==> config.mk <==
export PLATFORM = sky130hd
export DESIGN_NAME = smb_reg_slave
export DESIGN_NICKNAME = d
export VERILOG_FILES = /design/src/rtl/smb_pkg.sv /design/src/rtl/smb_line_filter.sv /design/src/rtl/smb_dpath.sv /design/src/rtl/smb_ctrl.sv /design/src/rtl/smb_reg_slave.sv
export SDC_FILE = /design/constraint.sdc
export NUM_CORES = 1
export LEC_CHECK = 0
export ABC_CLOCK_PERIOD_IN_PS = 5040
export BUFFER_PORTS_ARGS = -buffer_cell sky130_fd_sc_hd__clkbuf_2
export CAP_MARGIN = 20
export CORE_MARGIN = 2
export CORE_UTILIZATION = 62
export CTS_CLUSTER_DIAMETER = 150
export DETAILED_ROUTE_END_ITERATION = 8
export PLACE_DENSITY_LB_ADDON = 0.1
export SETUP_SLACK_MARGIN = 0.2
export SLEW_MARGIN = 40
export SYNTH_ARGS = -nofsm -noshare
export SYNTH_HDL_FRONTEND = slang
export SYNTH_SLANG_ARGS = --single-unit
==> constraint.sdc <==
create_clock -name clk -period 5.04 [get_ports clk]
set_clock_uncertainty 0.1 [all_clocks]
set_input_delay 0.504 -clock clk [delete_from_list [all_inputs] [get_ports clk]]
set_output_delay 0.504 -clock clk [all_outputs]
set_load 0.05 [all_outputs]
==> src/rtl/smb_pkg.sv <==
package smb_pkg;
  localparam int BYTE_W = 8;
  localparam int WORD_W = 2 * BYTE_W;
  localparam logic [3:0] ADDR_PREAMBLE = 4'b0011;

  typedef enum logic [2:0] {
    PH_IDLE, PH_ADDR, PH_PTR, PH_WDATA, PH_READ, PH_SKIP
  } phase_t;

  // strobes from control to datapath, one cycle each
  typedef struct packed {
    logic shiftIn;    // capture one received bit
    logic ptrLoad;    // pointer <= received byte
    logic wrHiLoad;   // write buffer MSB byte
    logic wrLoLoad;   // write buffer LSB byte
    logic wordLatch;  // latch read word, load its MSB byte to transmit
    logic txLoadLo;   // load latched LSB byte to transmit
    logic txLoadHi;   // load latched MSB byte to transmit
    logic txShift;    // advance transmit bit
    logic commit;     // fire register write
  } dpStrobe_t;
endpackage

==> src/rtl/smb_line_filter.sv <==
module smb_line_filter #(
  parameter int SYNC_STAGES = 2
) (
  input  logic clk,
  input  logic rstN,
  input  logic lineIn,
  output logic lineLvl,
  output logic lineRise,
  output logic lineFall
);
  logic [SYNC_STAGES-1:0] syncQ;
  logic [2:0]             winQ;
  logic                   lvlQ;
  logic                   prevQ;
  logic                   majority;

  assign majority = (winQ[0] & winQ[1]) | (winQ[0] & winQ[2]) | (winQ[1] & winQ[2]);

  always_ff @(posedge clk or negedge rstN) begin
    if (!rstN) begin
      syncQ <= '1;
      winQ  <= '1;
      lvlQ  <= 1'b1;
      prevQ <= 1'b1;
    end else begin
      syncQ <= {syncQ[SYNC_STAGES-2:0], lineIn};
      winQ  <= {winQ[1:0], syncQ[SYNC_STAGES-1]};
      lvlQ  <= majority;
      prevQ <= lvlQ;
    end
  end

  assign lineLvl  = lvlQ;
  assign lineRise = lvlQ & ~prevQ;
  assign lineFall = ~lvlQ & prevQ;
endmodule

==> src/rtl/smb_dpath.sv <==
module smb_dpath
  import smb_pkg::*;
(
  input  logic              clk,
  input  logic              rstN,
  input  dpStrobe_t         stb,
  input  logic              sdaBit,
  input  logic [WORD_W-1:0] regRdData,
  output logic [BYTE_W-1:0] rxByte,
  output logic              txMsb,
  output logic [BYTE_W-1:0] regAddr,
  output logic              regWrEn,
  output logic [WORD_W-1:0] regWrData
);
  logic [BYTE_W-1:0] rxQ, ptrQ, txQ;
  logic [WORD_W-1:0] wrBufQ, rdWordQ;
  logic              wrEnQ;

  always_ff @(posedge clk or negedge rstN) begin
    if (!rstN) begin
      rxQ     <= '0;
      ptrQ    <= '0;
      txQ     <= '1;
      wrBufQ  <= '0;
      rdWordQ <= '0;
      wrEnQ   <= 1'b0;
    end else begin
      if (stb.shiftIn)  rxQ <= {rxQ[BYTE_W-2:0], sdaBit};
      if (stb.ptrLoad)  ptrQ <= rxQ;
      if (stb.wrHiLoad) wrBufQ[WORD_W-1:BYTE_W] <= rxQ;
      if (stb.wrLoLoad) wrBufQ[BYTE_W-1:0] <= rxQ;
      if (stb.wordLatch) begin
        rdWordQ <= regRdData;
        txQ     <= regRdData[WORD_W-1:BYTE_W];
      end else if (stb.txLoadLo) begin
        txQ <= rdWordQ[BYTE_W-1:0];
      end else if (stb.txLoadHi) begin
        txQ <= rdWordQ[WORD_W-1:BYTE_W];
      end else if (stb.txShift) begin
        txQ <= {txQ[BYTE_W-2:0], 1'b1};
      end
      wrEnQ <= stb.commit;
    end
  end

  assign rxByte    = rxQ;
  assign txMsb     = txQ[BYTE_W-1];
  assign regAddr   = ptrQ;
  assign regWrEn   = wrEnQ;
  assign regWrData = wrBufQ;
endmodule

==> src/rtl/smb_ctrl.sv <==
module smb_ctrl
  import smb_pkg::*;
#(
  parameter int TIMEOUT_CYC = 1500000
) (
  input  logic              clk,
  input  logic              rstN,
  input  logic              sclLvl,
  input  logic              sclRise,
  input  logic              sclFall,
  input  logic              sdaLvl,
  input  logic              sdaRise,
  input  logic              sdaFall,
  input  logic [2:0]        strapAddr,
  input  logic [BYTE_W-1:0] rxByte,
  input  logic              txMsb,
  output dpStrobe_t         stb,
  output logic              sdaDriveLow,
  output logic              busy,
  output logic              ackPhase
);
  localparam int TO_W = $clog2(TIMEOUT_CYC + 1);
  localparam logic [TO_W-1:0] TO_LAST = TO_W'(TIMEOUT_CYC - 1);
  localparam logic [3:0] LAST_BIT = 4'd8;

  phase_t          phase;
  logic            busyQ, ackPhaseQ, ackDrive, txActive;
  logic            rdReq, rdLsb, mstAck;
  logic [3:0]      bitCnt;
  logic [1:0]      wrCnt;
  logic [TO_W-1:0] toCnt;
  logic            startDet, stopDet, timeoutHit, addrHit, byteEnd;

  assign startDet   = sclLvl & sdaFall;
  assign stopDet    = sclLvl & sdaRise;
  assign timeoutHit = busyQ & ~sclLvl & (toCnt == TO_LAST);
  assign addrHit    = (rxByte[7:4] == ADDR_PREAMBLE) && (rxByte[3:1] == strapAddr);
  assign byteEnd    = sclFall & ~ackPhaseQ & (bitCnt == LAST_BIT);

  always_comb begin
    stb = '0;
    if (timeoutHit) begin
      stb = '0;
    end else if (stopDet) begin
      stb.commit = busyQ && (wrCnt == 2'd2);
    end else if (!startDet && busyQ) begin
      if (sclRise && !ackPhaseQ && bitCnt != LAST_BIT &&
          (phase == PH_ADDR || phase == PH_PTR || phase == PH_WDATA))
        stb.shiftIn = 1'b1;
      if (byteEnd) begin
        if (phase == PH_PTR) stb.ptrLoad = 1'b1;
        if (phase == PH_WDATA && wrCnt == 2'd0) stb.wrHiLoad = 1'b1;
        if (phase == PH_WDATA && wrCnt == 2'd1) stb.wrLoLoad = 1'b1;
      end else if (sclFall && ackPhaseQ) begin
        if (phase == PH_ADDR && rdReq) stb.wordLatch = 1'b1;
        if (phase == PH_READ && mstAck) begin
          stb.txLoadLo = rdLsb;
          stb.txLoadHi = ~rdLsb;
        end
      end else if (sclFall && phase == PH_READ && txActive && bitCnt != 4'd0) begin
        stb.txShift = 1'b1;
      end
    end
  end

  always_ff @(posedge clk or negedge rstN) begin
    if (!rstN) begin
      busyQ <= 1'b0; phase <= PH_IDLE; bitCnt <= '0; ackPhaseQ <= 1'b0;
      ackDrive <= 1'b0; txActive <= 1'b0; rdReq <= 1'b0; rdLsb <= 1'b0;
      mstAck <= 1'b0; wrCnt <= '0; toCnt <= '0;
    end else if (timeoutHit || stopDet) begin
      busyQ <= 1'b0; phase <= PH_IDLE; bitCnt <= '0; ackPhaseQ <= 1'b0;
      ackDrive <= 1'b0; txActive <= 1'b0; wrCnt <= '0; toCnt <= '0;
    end else if (startDet) begin
      busyQ <= 1'b1; phase <= PH_ADDR; bitCnt <= '0; ackPhaseQ <= 1'b0;
      ackDrive <= 1'b0; txActive <= 1'b0; wrCnt <= '0; toCnt <= '0;
    end else if (busyQ) begin
      if (sclFall)      toCnt <= '0;
      else if (!sclLvl) toCnt <= toCnt + TO_W'(1);
      if (sclRise) begin
        if (ackPhaseQ)              mstAck <= ~sdaLvl;
        else if (bitCnt != LAST_BIT) bitCnt <= bitCnt + 4'd1;
      end
      if (byteEnd) begin
        case (phase)
          PH_ADDR: begin
            if (addrHit) begin
              ackPhaseQ <= 1'b1; ackDrive <= 1'b1; rdReq <= rxByte[0];
            end else begin
              phase <= PH_SKIP;
            end
          end
          PH_PTR: begin ackPhaseQ <= 1'b1; ackDrive <= 1'b1; end
          PH_WDATA: begin
            if (wrCnt != 2'd2) begin
              ackPhaseQ <= 1'b1; ackDrive <= 1'b1; wrCnt <= wrCnt + 2'd1;
            end else begin
              phase <= PH_SKIP;
            end
          end
          PH_READ: begin ackPhaseQ <= 1'b1; txActive <= 1'b0; end
          default: ;
        endcase
      end else if (sclFall && ackPhaseQ) begin
        ackPhaseQ <= 1'b0; bitCnt <= '0; ackDrive <= 1'b0;
        case (phase)
          PH_ADDR: begin
            if (rdReq) begin phase <= PH_READ; txActive <= 1'b1; rdLsb <= 1'b1; end
            else       phase <= PH_PTR;
          end
          PH_PTR: phase <= PH_WDATA;
          PH_READ: begin
            if (mstAck) begin txActive <= 1'b1; rdLsb <= ~rdLsb; end
            else        phase <= PH_SKIP;
          end
          default: ;
        endcase
      end
    end
  end

  assign sdaDriveLow = ackDrive | (txActive & ~txMsb);
  assign busy        = busyQ;
  assign ackPhase    = ackPhaseQ;

  // the low-phase counter never reaches the limit without aborting
  a_r10_timer_bound: assert property (@(posedge clk) disable iff (!rstN)
    toCnt < TO_W'(TIMEOUT_CYC));
endmodule

==> src/rtl/smb_reg_slave.sv <==
module smb_reg_slave
  import smb_pkg::*;
#(
  parameter int TIMEOUT_CYC = 1500000,
  parameter int SYNC_STAGES = 2
) (
  input  logic        clk,
  input  logic        rstN,
  input  logic        sclIn,
  input  logic        sdaIn,
  input  logic [2:0]  strapAddr,
  output logic        sdaDriveLow,
  output logic [7:0]  regAddr,
  input  logic [15:0] regRdData,
  output logic        regWrEn,
  output logic [15:0] regWrData
);
  localparam int LINE_N = 2;  // index 0 = clock, 1 = data

  logic [LINE_N-1:0] rawLine, lvl, rise, fall;
  dpStrobe_t         stb;
  logic [BYTE_W-1:0] rxByte;
  logic              txMsb, busy, ackPhase;

  assign rawLine = {sdaIn, sclIn};

  for (genvar g = 0; g < LINE_N; g++) begin : g_filt
    smb_line_filter #(.SYNC_STAGES(SYNC_STAGES)) u_filt (
      .clk(clk), .rstN(rstN), .lineIn(rawLine[g]),
      .lineLvl(lvl[g]), .lineRise(rise[g]), .lineFall(fall[g]));
  end

  smb_ctrl #(.TIMEOUT_CYC(TIMEOUT_CYC)) u_ctrl (
    .clk(clk), .rstN(rstN),
    .sclLvl(lvl[0]), .sclRise(rise[0]), .sclFall(fall[0]),
    .sdaLvl(lvl[1]), .sdaRise(rise[1]), .sdaFall(fall[1]),
    .strapAddr(strapAddr), .rxByte(rxByte), .txMsb(txMsb),
    .stb(stb), .sdaDriveLow(sdaDriveLow), .busy(busy), .ackPhase(ackPhase));

  smb_dpath u_dpath (
    .clk(clk), .rstN(rstN), .stb(stb), .sdaBit(lvl[1]),
    .regRdData(regRdData), .rxByte(rxByte), .txMsb(txMsb),
    .regAddr(regAddr), .regWrEn(regWrEn), .regWrData(regWrData));

  // a register write follows a STOP seen one cycle earlier
  a_r5_commit_after_stop: assert property (@(posedge clk) disable iff (!rstN)
    regWrEn |-> $past(lvl[0] && rise[1]));
  // the pull-down only starts while the filtered clock is low
  a_r2_drive_in_low_phase: assert property (@(posedge clk) disable iff (!rstN)
    $rose(sdaDriveLow) |-> !lvl[0]);
  // outside a transaction the data line is released
  a_r10_idle_released: assert property (@(posedge clk) disable iff (!rstN)
    !busy |-> !sdaDriveLow);
  // the pointer moves only when a byte is being acknowledged
  a_r3_ptr_moves_in_ack: assert property (@(posedge clk) disable iff (!rstN)
    $changed(regAddr) |-> ackPhase);
endmodule

==> flow_metrics.env, run 1 <==
export IMPL_synth_warning_count=0
export IMPL_p_leak_nw=2.61
export IMPL_netlist_area_um2=5290
export IMPL_cts_sinks=108
export IMPL_grt_use_total_pct=23.9
export IMPL_setup_tns_ns=0
export IMPL_die_x_um=96.3
export IMPL_grt_max_degree=60
export IMPL_via_per_inst=6.01
export IMPL_p_int_mw=1.31
export IMPL_die_y_um=96.3
export IMPL_syn_nets=495
export IMPL_hold_violations=0
export IMPL_grt_pass1_vias=3560
export IMPL_portBuffers=48
export IMPL_end_kind="flip-flop"
export IMPL_postCtsHoldBufs=0
export IMPL_clock_path_buffers=2
export IMPL_crit_end="u_dpath.rxByte[0]"
export IMPL_wl_met1_mm=4.97
export IMPL_start_util_pct=64.0
export IMPL_die_area_um2=9280
export IMPL_drtIter0Drc=204
export IMPL_worst_pin_slew_ns=0.802
export IMPL_path_cells="nor2b_1, nand4_1, o21ai_4, nor4b_4, mux2_1"
export IMPL_max_vdd_ir_drop_uv=244
export IMPL_r2r_setup_slack_ns=2.21
export IMPL_cp_num_cells=5
export IMPL_switching_share_pct=31.2
export IMPL_numCtsBuffers=9
export IMPL_rr_endpoint="u_dpath.rxByte[0]"
export IMPL_grt_pass1_wl_mm=17.2
export IMPL_slew_limit_headroom_pct=46.5
export IMPL_r2r_cells=5
export IMPL_power_switching_mw=0.594
export IMPL_synth_seq_cells=108
export IMPL_r2r_start="u_ctrl.busy"
export IMPL_wire_per_inst_um=17.1
export IMPL_outcome="finished clean"
export IMPL_fin_crit_sh_pct=56.2
export IMPL_synthCells=466
export IMPL_crit_start="u_ctrl.busy"
export IMPL_gp_congestion=0.835
export IMPL_final_common_cell="dfrtp_1"
export IMPL_fmax_ghz=0.353
export IMPL_fin_hold_ws_ns=0.0829
export IMPL_cts_resized=0
export IMPL_vias=3726
export IMPL_coreArea_um2=8260
export IMPL_worstSetupPathType="flip-flop to flip-flop"
export IMPL_antenna_cells=0
export IMPL_ant_nets=0
export IMPL_synth_area_per_cell_um2=11.3
export IMPL_dr_pass1_iters=4
export IMPL_wl_met3_um=427
export IMPL_cp_num_buf_inv=0
export IMPL_cts_root_buf="clkbuf_8"
export IMPL_synth_async_sr_flop_share_pct=100
export IMPL_seq_power_share_pct=55.2
export IMPL_fin_crit_ns=2.83
export IMPL_critical_path_top_delay_family="simple AND/OR/NAND/NOR gates"
export IMPL_finalPower_mw=1.91
export IMPL_drive_above_1_share_pct=29.9
export IMPL_final_cell_mix="dfrtp_1, clkbuf_2, mux2_2, nor2_1, nand2_1"
export IMPL_p_clk_share_pct=28.8
export IMPL_synth_cell_types=65
export IMPL_gr_total_overflow=0
export IMPL_cellPowerDensity_nw_per_um2=328
export IMPL_worstPathArrival_ns=2.99
export IMPL_rsz0062_at_grt="no"
export IMPL_setup_violations=0
export IMPL_combPwrFrac_pct=16.1
export IMPL_start_kind="flip-flop"
export IMPL_yosysTopAreaCell="dfrtp_1"
export IMPL_antenna_found_initial=0
export IMPL_drv_cap=0
export IMPL_path_max_fanout=20
export IMPL_dp_hpwl_mm=7.29
export IMPL_slew_viol_final=0
export IMPL_synth_edf_count=0
export IMPL_path_clk_slew_ns=0.10
export IMPL_nets=539
export IMPL_post_cts_buffers=0
export IMPL_syn2layout_area_growth_pct=9.75
export IMPL_synth_main_ff_cell="dfrtp_1"
export IMPL_synth_top_cell_area_share_pct=40.7
export IMPL_critPathSlowestCell="dfrtp_1"
export IMPL_critical_path_max_stage_delay_ns=0.61
export IMPL_insertion_delay_ns=0.38
export IMPL_drt_wl_total_mm=10.6
export IMPL_required_ns=5.20
export IMPL_cts_tree="done"
export IMPL_drc=0
export IMPL_synthTopCellsByArea="dfrtp_1, dfstp_2, mux2_2, mux2_4, nor2_1"
export IMPL_synth_seq_area_share_pct=51.6
export IMPL_h_tree_depth=3
export IMPL_num_rows=33
export IMPL_ios=49
export IMPL_hold_path_class="primary input to asynchronous set/reset pin"
export IMPL_highest_layer="met4"
export IMPL_wl_met2_mm=5.03
[cells in the mapped netlist, types with 9 or more instances]
master / n
dfrtp_1: 86
mux2_2: 39
nor2_1: 39
nand2_1: 33
o21ai_0: 25
dfstp_2: 22
a21oi_1: 18
inv_1: 13
mux2i_1: 12
nand3_1: 12
xnor2_1: 12
a31oi_1: 11
mux2_4: 11
clkbuf_1: 9
xor2_1: 9
[how the worst min path moves through the flow]
stage	to	slack, ns	start	depth (start not counted)
5_1_grt	g_filt[1].u_filt.syncQ[0]	0.08	sdaIn	1
2_1_floorplan	u_ctrl.ackDrive	0.11	rstN	0
4_1_cts	g_filt[1].u_filt.syncQ[0]	0.08	sdaIn	1
3_3_place_gp	g_filt[1].u_filt.winQ[0]	0.25	g_filt[1].u_filt.syncQ[1]	0
3_5_place_dp	g_filt[0].u_filt.winQ[0]	0.25	g_filt[0].u_filt.syncQ[1]	0
6_report	u_ctrl.toCnt[5]	0.08	rstN	1
[routing by layer]
layer / vias to the layer above / track usage, %
met4: 0 / 7.51
met2: 95 / 37.4
met1: 1850 / 34.1
met3: 12 / 4.39
li1: 1769 / -
met5: - / 0
[power by group through the flow]
stage / registers, mW / clock network (mW) / logic [mW]
6_report: 1.05 / 0.548 / 0.306
5_1_grt: 1.07 / 0.594 / 0.340
4_1_cts: 1.05 / 0.566 / 0.309
3_3_place_gp: 1.06 / 0 / 0.297
3_5_place_dp: 1.07 / 0 / 0.307
2_1_floorplan: 1.00 / 0 / 0.269
[registers in the layout, summed over array words and instances, names as in the netlist]
signal	count
g_filt.u_filt.lineLvl	2
g_filt.u_filt.prevQ	2
g_filt.u_filt.syncQ	4
g_filt.u_filt.winQ	6
u_ctrl.ackDrive	1
u_ctrl.ackPhase	1
u_ctrl.bitCnt	4
u_ctrl.busy	1
u_ctrl.mstAck	1
u_ctrl.phase	3
u_ctrl.rdLsb	1
u_ctrl.rdReq	1
u_ctrl.toCnt	21
u_ctrl.txActive	1
u_ctrl.wrCnt	2
u_dpath.rdWordQ	16
u_dpath.regAddr	8
u_dpath.regWrData	16
u_dpath.regWrEn	1
u_dpath.rxByte	8
u_dpath.txQ	8
[cells by family after synthesis]
family	count (synthesis)	share of synthesized area (%)
AND/OR/NAND/NOR	150	16.0
AO/OA/AOI/OAI	83	10.2
multiplexers	64	14.1
buffers and inverters	32	2.82
XOR/XNOR	21	3.48
adder cells (fa/ha/maj)	8	1.80
flip-flops	108	51.6
[cell type report]
cell class / count / area, µm²
Sequential cell: 108 / 2730
Fill cell: 623 / 2460
Multi-Input combinational cell: 326 / 2410
Timing Repair Buffer: 51 / 265
Tap cell: 105 / 131
Clock buffer: 10 / 128
Clock inverter: 6 / 83.8
Inverter: 14 / 52.6
[worst reg2reg max path, cell delays in order (launching register included)]
cell	delay, ns
dfrtp_1	0.61
nor2b_1	0.48
nand4_1	0.40
o21ai_4	0.59
nor4b_4	0.19
mux2_1	0.35
[stage by stage]
step | util [%] | cells | area, µm² | setup slack [ns]
floorplan | - | 466 | 5290 | 2.78
global placement | 67.7 | 604 | 5590 | 2.18
detailed placement | 67.7 | 604 | 5590 | 2.13
CTS | 70.2 | 620 | 5800 | 2.11
global route | 70.3 | 620 | 5800 | 2.01
finish | 70.3 | 620 | 5800 | 2.21
Note: power is estimated with default switching activity, not from simulation.
==> run 2, diff against run 1 <==
ABC_CLOCK_PERIOD_IN_PS = 2500   (was 5040)
CORE_UTILIZATION = 54   (was 62)
clock period = 2.5 ns   (was 5.04 ns; I/O delays follow)
==> run 2 against run 1 <==
Against the previous run: first-iteration DRC count is 4.9% higher; die area grew 14%; final cell count is 14% higher; clock-buffer cell count unchanged; global-route usage down 0.97 points; sequential cell count stayed put; combinational power grew to 2.6 times the previous value; critical endpoint is now u_dpath.rxByte[7]; largest cell class unchanged.
==> flow_metrics.env, run 2 (synthesized netlist as in run 1, its figures left out) <==
export IMPL_outcome="finished clean"
export IMPL_die_x_um=103
export IMPL_drtIter0Drc=214
export IMPL_end_kind="flip-flop"
export IMPL_slew_viol_final=0
export IMPL_drt_wl_total_mm=11.6
export IMPL_max_vdd_ir_drop_uv=601
export IMPL_start_util_pct=54.8
export IMPL_vias=3927
export IMPL_grt_pass1_vias=3849
export IMPL_wl_met1_mm=5.43
export IMPL_grt_max_degree=48
export IMPL_setup_violations=0
export IMPL_drive_above_1_share_pct=36.4
export IMPL_r2r_cells=6
export IMPL_nFillCells=802
export IMPL_largest_register_ffs=21
export IMPL_highest_layer="met4"
export IMPL_multi_input_area_um2=2490
export IMPL_seqCellArea_um2=2730
export IMPL_hp_start="regRdData[9]"
export IMPL_fmax_ghz=0.435
export IMPL_wire_per_inst_um=16.3
export IMPL_final_cell_mix="dfrtp_1, clkbuf_2, mux2_2, nor2_1, buf_4"
export IMPL_path_clk_slew_ns=0.10
export IMPL_r2r_start="u_ctrl.toCnt[16]"
export IMPL_setup_tns_ns=0
export IMPL_cts_sinks=108
export IMPL_antenna_found_initial=0
export IMPL_gp_congestion=0.875
export IMPL_num_rows=36
export IMPL_final_common_cell="dfrtp_1"
export IMPL_grt_pass1_wl_mm=18.7
export IMPL_cellPowerDensity_nw_per_um2=617
export IMPL_ios=49
export IMPL_placed_area_um2=5890
export IMPL_portBuffers=48
export IMPL_required_ns=2.68
export IMPL_insertion_delay_ns=0.39
export IMPL_worstPathArrival_ns=2.48
export IMPL_syn2layout_area_growth_pct=22.3
export IMPL_fin_crit_ns=2.30
export IMPL_nets=598
export IMPL_dr_pass1_iters=5
export IMPL_antenna_cells=0
export IMPL_worstSetupPathType="flip-flop to flip-flop"
export IMPL_p_leak_nw=2.96
export IMPL_worstHoldEndpoint="u_dpath.rdWordQ[9]"
export IMPL_gr_total_overflow=0
export IMPL_rsz0062_at_grt="yes"
export IMPL_finalPower_mw=3.99
export IMPL_path_max_fanout=8
export IMPL_finalInstanceArea_um2=6460
export IMPL_drc=0
export IMPL_hold_violations=0
export IMPL_ant_nets=0
export IMPL_cts_root_buf="clkbuf_8"
export IMPL_dp_hpwl_mm=7.82
export IMPL_grt_use_total_pct=23.0
export IMPL_slew_limit_headroom_pct=55.9
export IMPL_die_y_um=103
export IMPL_regMostFlops="u_ctrl.toCnt"
export IMPL_fin_crit_sh_pct=92.0
export IMPL_coreArea_um2=9640
export IMPL_start_kind="flip-flop"
export IMPL_hold_path_class="primary input to flip-flop"
export IMPL_clock_path_buffers=2
export IMPL_numCtsBuffers=9
export IMPL_wl_met2_mm=5.44
export IMPL_r2r_setup_slack_ns=0.20
export IMPL_drv_cap=0
export IMPL_wl_met3_um=490
export IMPL_die_area_um2=10600
export IMPL_worst_pin_slew_ns=0.662
export IMPL_h_tree_depth=3
export IMPL_via_per_inst=5.55
export IMPL_rr_endpoint="u_dpath.rxByte[7]"
export IMPL_cts_tree="done"
export IMPL_holdPathStages=2
-- run 2: metal layers --
layer	up-vias	GRT usage, %
met1	1920	33.3
met5	-	0
met4	0	8.00
met2	107	34.5
met3	15	4.88
li1	1885	-
-- run 2: worst max-delay path by stage --
stage          cells after the start           endpoint             start  slack (ns)
2_1_floorplan                      6       u_ctrl.rdLsb  u_ctrl.toCnt[16]        0.24
3_3_place_gp                       5  u_dpath.rxByte[0]  u_ctrl.toCnt[12]        0.17
3_5_place_dp                       5  u_dpath.rxByte[0]  u_ctrl.toCnt[12]        0.14
4_1_cts                            6  u_dpath.rxByte[0]  u_ctrl.toCnt[16]        0.19
5_1_grt                            6  u_dpath.rxByte[7]  u_ctrl.toCnt[16]        0.13
6_report                           6  u_dpath.rxByte[7]  u_ctrl.toCnt[16]        0.20
-- run 2: worst max-delay path, cell delays in order (launching register included) --
cell and delay, ns:
dfrtp_1 0.39, or4b_4 0.56, or3_4 0.40, o21ai_4 0.22, nor4b_4 0.08, buf_6 0.15, mux2_4 0.29
-- run 2: cell type report --
class,instances,area share [%]
clock buffers,10,2.13
clock inverters,6,1.10
inverters,14,0.813
multi-input cells,326,38.5
flip-flops and latches,108,42.2
well taps,133,2.57
repair buffers,110,12.6
-- run 2: per-stage QoR --
stage | cells | utilization (%) | setup slack [ns] | hold WS (ns)
2_1_floorplan | 466 | - | 0.242 | -0.146
3_3_place_gp | 664 | 61.1 | 0.172 | 0.174
3_5_place_dp | 664 | 61.1 | 0.136 | 0.184
4_1_cts | 702 | 65.7 | 0.195 | 0.000562
5_1_grt | 707 | 67.1 | 0.130 | 0.00791
6_report | 707 | 67.1 | 0.199 | 0.0194
-- run 2: timing repair --
item,4_1_cts,5_1_grt
endpoints found under the hold margin,39,1
setup endpoints to repair,38,64
pin swaps,5,16
buffers inserted,7,3
gates resized for setup,8,23
gates cloned,0,1
hold buffers,15,1
-- run 2: power breakdown --
part,internal (mW),switching (mW),leakage (nW)
sequential,1.88,0.214,1.41
combinational,0.384,0.404,1.44
clock,0.499,0.605,0.106
